===== src/rtl/cfg_rd_pkg.sv =====
package cfg_rd_pkg;
    localparam int unsigned BYTE_W    = 8;
    localparam int unsigned BIT_IDX_W = 3;

    typedef enum logic {
        MODE_SERIAL   = 1'b0,
        MODE_PARALLEL = 1'b1
    } rd_mode_e;
endpackage


===== src/rtl/cfg_image_rom.sv =====
module cfg_image_rom #(
    parameter int unsigned DEPTH = 16,
    parameter int unsigned AW    = 4,
    parameter logic [8*DEPTH-1:0] IMAGE = '0
) (
    input  logic [AW-1:0] addr_i,
    output logic [7:0]    rd_byte_o
);
    always_comb begin
        rd_byte_o = IMAGE[int'(addr_i)*8 +: 8];
    end
endmodule


===== src/rtl/cfg_read_seq.sv =====
module cfg_read_seq
    import cfg_rd_pkg::*;
#(
    parameter int unsigned LAST_ADDR = 15,
    parameter int unsigned AW        = 4
) (
    input  logic                 clk,
    input  logic                 oe_rst_n,
    input  logic                 ce_n,
    input  logic                 par_mode,
    output logic [AW-1:0]        addr_o,
    output logic [BIT_IDX_W-1:0] bitsel_o,
    output logic                 past_tc_o
);
    localparam logic [AW-1:0]        TC_ADDR  = AW'(LAST_ADDR);
    localparam logic [BIT_IDX_W-1:0] LAST_BIT = '1;

    typedef struct packed {
        logic [AW-1:0]        addr;
        logic [BIT_IDX_W-1:0] bitsel;
        logic                 past_tc;
    } seq_t;

    seq_t st_d, st_q;
    logic unit_done;

    always_comb begin
        st_d      = st_q;
        unit_done = (par_mode == MODE_PARALLEL) || (st_q.bitsel == LAST_BIT);
        if (ce_n) begin
            st_d = '0;
        end else if (!st_q.past_tc) begin
            if (par_mode == MODE_SERIAL) begin
                st_d.bitsel = st_q.bitsel + 1'b1;
            end
            if (unit_done) begin
                if (st_q.addr == TC_ADDR) begin
                    st_d.past_tc = 1'b1;
                end else begin
                    st_d.addr = st_q.addr + 1'b1;
                end
            end
        end
    end

    always_ff @(posedge clk or negedge oe_rst_n) begin
        if (!oe_rst_n) begin
            st_q <= '0;
        end else begin
            st_q <= st_d;
        end
    end

    assign addr_o    = st_q.addr;
    assign bitsel_o  = st_q.bitsel;
    assign past_tc_o = st_q.past_tc;
endmodule


===== src/rtl/cfg_pin_drive.sv =====
module cfg_pin_drive
    import cfg_rd_pkg::*;
(
    input  logic                 ce_n,
    input  logic                 oe_rst_n,
    input  logic                 par_mode,
    input  logic                 past_tc,
    input  logic [7:0]           rd_byte,
    input  logic [BIT_IDX_W-1:0] bitsel,
    output logic [7:0]           data_o,
    output logic [7:0]           data_oe,
    output logic                 ceo_n
);
    logic live;
    logic drive;

    always_comb begin
        live  = !ce_n && oe_rst_n;
        drive = live && !past_tc;
        ceo_n = !(live && past_tc);
        if (par_mode == MODE_PARALLEL) begin
            data_oe = {8{drive}};
            data_o  = drive ? rd_byte : 8'h00;
        end else begin
            data_oe = {7'b0, drive};
            data_o  = {7'b0, drive & rd_byte[3'd7 - bitsel]};
        end
    end
endmodule


===== src/rtl/cfg_stream_reader.sv =====
module cfg_stream_reader
    import cfg_rd_pkg::*;
#(
    parameter int unsigned LAST_ADDR = 15,
    parameter logic [8*(LAST_ADDR+1)-1:0] IMAGE = {(LAST_ADDR+1){8'h5A}}
) (
    input  logic       clk,
    input  logic       ce_n,
    input  logic       oe_rst_n,
    input  logic       par_mode,
    output logic [7:0] data_o,
    output logic [7:0] data_oe,
    output logic       ceo_n
);
    localparam int unsigned DEPTH = LAST_ADDR + 1;
    localparam int unsigned AW    = (DEPTH > 2) ? $clog2(DEPTH) : 1;

    logic [AW-1:0]        addr;
    logic [BIT_IDX_W-1:0] bitsel;
    logic                 past_tc;
    logic [7:0]           rd_byte;

    cfg_read_seq #(
        .LAST_ADDR (LAST_ADDR),
        .AW        (AW)
    ) u_seq (
        .clk       (clk),
        .oe_rst_n  (oe_rst_n),
        .ce_n      (ce_n),
        .par_mode  (par_mode),
        .addr_o    (addr),
        .bitsel_o  (bitsel),
        .past_tc_o (past_tc)
    );

    cfg_image_rom #(
        .DEPTH (DEPTH),
        .AW    (AW),
        .IMAGE (IMAGE)
    ) u_rom (
        .addr_i    (addr),
        .rd_byte_o (rd_byte)
    );

    cfg_pin_drive u_pins (
        .ce_n     (ce_n),
        .oe_rst_n (oe_rst_n),
        .par_mode (par_mode),
        .past_tc  (past_tc),
        .rd_byte  (rd_byte),
        .bitsel   (bitsel),
        .data_o   (data_o),
        .data_oe  (data_oe),
        .ceo_n    (ceo_n)
    );
endmodule


===== config.mk =====
export PLATFORM = sky130hd
export DESIGN_NAME = cfg_stream_reader
export DESIGN_NICKNAME = d
export VERILOG_FILES = /design/src/rtl/cfg_rd_pkg.sv /design/src/rtl/cfg_image_rom.sv /design/src/rtl/cfg_read_seq.sv /design/src/rtl/cfg_pin_drive.sv /design/src/rtl/cfg_stream_reader.sv
export SDC_FILE = /design/constraint.sdc
export NUM_CORES = 1
export LEC_CHECK = 0
export CORE_MARGIN = 1.5
export CORE_UTILIZATION = 43
export DETAILED_ROUTE_END_ITERATION = 8
export HOLD_SLACK_MARGIN = 0.02
export PLACE_DENSITY = 0.84
export SYNTH_ARGS = -nofsm -noshare
export SYNTH_HDL_FRONTEND = slang
export SYNTH_SLANG_ARGS = --single-unit

===== constraint.sdc =====
create_clock -name clk -period 1.8 [get_ports clk]
set_input_delay 0.18 -clock clk [delete_from_list [all_inputs] [get_ports clk]]
set_output_delay 0.18 -clock clk [all_outputs]
set_load 0.03 [all_outputs]

Word level (Yosys, flattened, before mapping)
Cells that the tools add are included.

cells by class
  bitwise logic cells = 1
  add/subtract/negate cells = 3
  eq/ne operators = 5
  order comparisons = 1
  reduce and logical (&&, ||, !) cells = 10
  shifts and indexed selects = 1
  multiplexer cells = 12
  div/mod/pow operators = 0
  $mul = 0

operator list
  kind                                                         number
  variable part select 128 x 8 -> 8 bit, first input constant  1
  two-way mux 8 bit                                            5
  two-way mux 4 bit                                            2
  inequality test 2 bit, second input constant                 3
  adder 4 x 1 -> 4 bit, second input constant                  1
  equality test 4 bit, second input constant                   1
  < comparator 3 x 4 -> 1 bit, second input constant           1
  adder 3 x 1 -> 3 bit, second input constant                  1
  binary-select mux 1 bit (select 3 bit)                       1
  equality test 3 bit, second input constant                   1
  logical AND 1 bit                                            3
  logical NOT 1 bit                                            3
  two-way mux 1 bit                                            3
  two-way mux 3 bit                                            1
  AND reduction 3 bit                                          1
  subtractor 3 bit, first input constant                       1
  AND reduction 2 bit                                          1
  nonzero test 2 bit                                           1
  AND 1 bit                                                    1
  logical OR 1 bit                                             1

storage, ports and cells
  bits in writable memories = 0
  ROM bits = 0
  latch bits = 0
  memories kept = 0
  output and inout bits = 17
  register bits after elaboration = 8
  word-level logic and storage cells = 36

Longest topological paths before layout
  depth in word-level cells = 5
  gate-level depth with buffers = 5
  depth with buffers taken out = 5

Modules after synthesis
Synthesis repeated with hierarchy kept, for this count alone.

second synthesis, totals
  cell total of the unflattened synthesis = 76
  area, all modules = 709.4 um^2

modules (own cells, without submodules)
  module         cells an instance  area each (um^2)  times used  sequential area each (um^2)
  cfg_read_seq   40                 427.9             1           200.2
  cfg_pin_drive  26                 214.0             1           0.0
  cfg_image_rom  10                 67.6              1           0.0

Worst setup path after synthesis
Ideal clock, no wire load.

  path type = register -> output
  start = register u_seq.st_q, in the netlist u_seq.past_tc_o
  end = output port data_o[0]
  data required time = 1620 ps
  path buffers = 0
  setup slack = -66 ps
  arrival time = 1686 ps
  cell stages (with the launch flop) = 3
  path through = dfrtp_1 nor3b_2 nor4b_1

on the way
  cells in the longest elaborated chain, start to end = 4
  elaborated cells on any way between the ends = 5

RTL lines
  what                                            RTL line                                  source
  from (decl)                                     cfg_read_seq.sv:24                        seq_t st_d, st_q;
  from (signal assigned)                          cfg_read_seq.sv:50                        st_q <= st_d;
  logical NOT 1 bit *                             cfg_pin_drive.sv:19                       drive = live && !past_tc;
  logical AND 1 bit *                             cfg_pin_drive.sv:19
  via u_pins.drive                                cfg_pin_drive.sv:15                       logic drive;
  AND 1 bit or two-way mux 8 bit (tied branches)  cfg_pin_drive.sv:26, cfg_pin_drive.sv:23
  two-way mux 8 bit *                             cfg_pin_drive.sv:21                       if (par_mode == MODE_PARALLEL) begin
  to (decl)                                       cfg_stream_reader.sv:11                   output logic [7:0] data_o,

Mark *: on every way through the listed nets, which the timed path passes. The rest lies on a longest branch.

Worst setup path in the final report
  start = register u_seq.st_q, in the netlist u_seq.bitsel_o[0]
  end = output port data_o[0]

on the way
  cells in the longest elaborated chain, start to end = 5

RTL lines
  what                                     RTL line             source
  subtractor 3 bit                         cfg_pin_drive.sv:26  data_o = {7'b0, drive & rd_byte[3'd7 - bitsel]};
  binary-select mux 1 bit (select 3 bit)   cfg_pin_drive.sv:26
  two-way mux 1 bit (implied by the code)  cfg_pin_drive.sv:26
  AND 1 bit                                cfg_pin_drive.sv:26
  two-way mux 8 bit                        cfg_pin_drive.sv:21

No other way between the ends. The select of a mux whose other input is x is not followed.

==> run summary <==
First-pass DRT Iterations - 4
Synth Area per Inst - 9.59 sq um
WS Path Type - flip-flop to primary output
Pin count of the biggest net entering global routing - 12
Yosys warnings - 0
Layout Utilization - 53.5%
Worst R2R Start - u_seq.bitsel_o[0]$_DFFE_PN0P_
Syn Inst Count - 65
Min-delay worst type - input port to async pin
Die area - 0.00169 sq mm
Via density - 5.28
Top post-synthesis cells by area - dfrtp_1 32%, buf_4 17%, ha_1 10%, a21oi_1 3.2%, and4b_1 3.2%
Clock buffer depth - 2
Seq/Total Area, Yosys - 32.1%
Period utilization - 89.7%
Largest delay share family, worst path - flip-flops
Clk_lat worst skew - 0.26 ns
Number of fill cells - 127
Post-Place Worst Slack - 0.176 ns
Top cell type's share of synthesized area - 32.1%
Die H - 41.1 microns
VDD IR max - 0.324 mV
DR DRC count - 0
Mapped Area - 623 sq um
N_diodes - 0
Die Width - 41.1 microns
Min Hold Slack - 0.224 ns
Fin nets - 85
Commonest cells in the synthesized netlist - 14 x buf_4, 8 x dfrtp_1, 5 x ha_1
Placed cells - 86
Row count - 13
P_leak - 0.345 nW
CP Buf/Inv Count - 2
Yosys reg bits - 8
Setup ws final - 0.185 ns
Clk sinks - 8
Vias - 470
Postcts setup bufs - 0
Routed len/inst - 12.3 microns
Asr flop ratio synth - 100%
Number of hold buffers added after cts - 0
GRT Resource Usage Total - 13.9%
TritonCTS clock tree - built
Clock transition at path regs - 0.06 ns
Fin crit period - 1.61 ns
Outcome - finished clean
Most numerous cell in the Yosys netlist - buf_4
Final setup viols - 0
Starting Density - 46.7%
Setup TNS - 0 ns
Fraction of layout cells with a size suffix above 1 - 35.1%
Cell accounting for the most synthesized area - dfrtp_1
Max-cap viol count - 0
H-tree lvl count - 1
Netlist cell types - 26
Pins Over Slew Limit - 0
1st-iter DRT viols - 11
Worst path max stage delay - 0.40 ns
Final HPWL DP - 809 microns
Post-DRT Antenna Nets - 0
Startpoint Class - flip-flop
I/O Buffers - 17
Fin cells - 89
RSZ-0062 raised after global routing - false
Gp weighted congestion - 0.740
Crit-path max FO - 4
Crit path launch - u_seq.bitsel_o[0]$_DFFE_PN0P_
Initial antenna violation count - 0
Highest Clock Rate - 0.619 GHz
Crit end category - primary output
Pwr per Cell Area - 625 mW/mm^2
Post-synth EDFFs - 0
Req. time, crit path - 1.62 ns
Slowest stage cell, crit path - dfrtp_1
Total grt overflow - 0
Crit path cell chain - inv_1, ha_1, nor3b_1, nor4b_2, buf_4
Final hold viol count - 0
Total core area - 0.00133 sq mm
Final wirelength - 1100 microns
Clock skew - 0.00530 ns
CTS Buf Count - 3
Vias in the first global route - 349
Worst EP arrival - 1.43 ns
First-pass GRT wire length - 1430 microns
Most used DFF post-synth - dfrtp_1
Ports - 21
Area Overhead vs Synth - 14.5%
CTS root buffer - clkbuf_4
==> power breakdown <==
| part | internal (W) | leakage, nW | switching, W | total [W] |
|---|---|---|---|---|
| sequential | 0.000189 | 0.109 | 0.00000866 | 0.000197 |
| combinational | 0.0000429 | 0.223 | 0.0000676 | 0.000110 |
| clock | 0.0000764 | 0.0138 | 0.0000618 | 0.000138 |
==> cell families (layout without fill, tap and decap cells) <==
| logic type | Yosys count | after routing | share of synthesized area, % |
|---|---|---|---|
| compound gates | 11 | 11 | 12.3 |
| xor+xnor | 1 | 1 | 1.41 |
| fa+ha+maj | 5 | 5 | 10.0 |
| buf+inv | 19 | 26 | 21.1 |
| flops | 8 | 8 | 32.1 |
| other cells | 1 | 3 | 0.602 |
| simple gates | 20 | 20 | 22.5 |
==> repair_timing <==
item / CTS / global route
endpoints found under the hold margin: 0 / 0
gates resized for setup: 0 / 1
endpoints found under the setup margin: 0 / 11
==> state kept, by name (all words and copies together), names as in the netlist <==
| name | flops |
|---|---|
| u_seq.addr_o | 4 |
| u_seq.past_tc_o | 1 |
| u_seq.bitsel_o | 3 |
==> layer usage <==
layer	vias up	track usage, %	share of wire [%]
li1	232	-	-
met1	216	15.5	44
met2	18	21.5	47
met3	4	3.26	5.4
met4	0	12.5	2.5
met5	-	0	0
==> cell usage in the layout (no fill, tap or decap), drive strengths merged, types with 3 or more instances in the layout <==
cell type	instances
nor2	4
ha	5
a21oi	4
clkbuf	3
conb	3
buf	16
o21ai	3
inv	4
nor3	3
dfrtp	8
clkdlybuf4s50	3
==> per-stage QoR <==
step,cell area [sq um],total power [W]
after floorplan,637,0.000289
after global placement,689,0.000308
after detailed placement,689,0.000311
after CTS,712,0.000452
after global routing,713,0.000474
final,713,0.000446
==> final cells by class <==
| cell class | count | area [sq um] | share of cell area [%] |
|---|---|---|---|
| tap | 15 | 18.8 | 2.63 |
| sequential | 8 | 200 | 28.1 |
| multi-input combinational | 40 | 307 | 43.0 |
| inverter | 4 | 15.0 | 2.11 |
| timing repair buffer | 19 | 150 | 21.1 |
| clock buffer | 3 | 22.5 | 3.16 |
==> final timing paths <==
kind	cells past startpoint	endpoint	slack [ns]
hold reg to reg	1	u_seq.addr_o[0]$_DFFE_PN0P_	0.55
hold / removal	2	u_seq.addr_o[2]$_DFFE_PN0P_	0.22
setup reg to reg	5	u_seq.addr_o[2]$_DFFE_PN0P_	0.34
min in group clk	1	u_seq.addr_o[0]$_DFFE_PN0P_	0.55
max in group asynchronous	2	u_seq.addr_o[0]$_DFFE_PN0P_	1.44
setup / recovery	5	data_o[0]	0.19
Note: power is estimated with default switching activity, not from simulation.
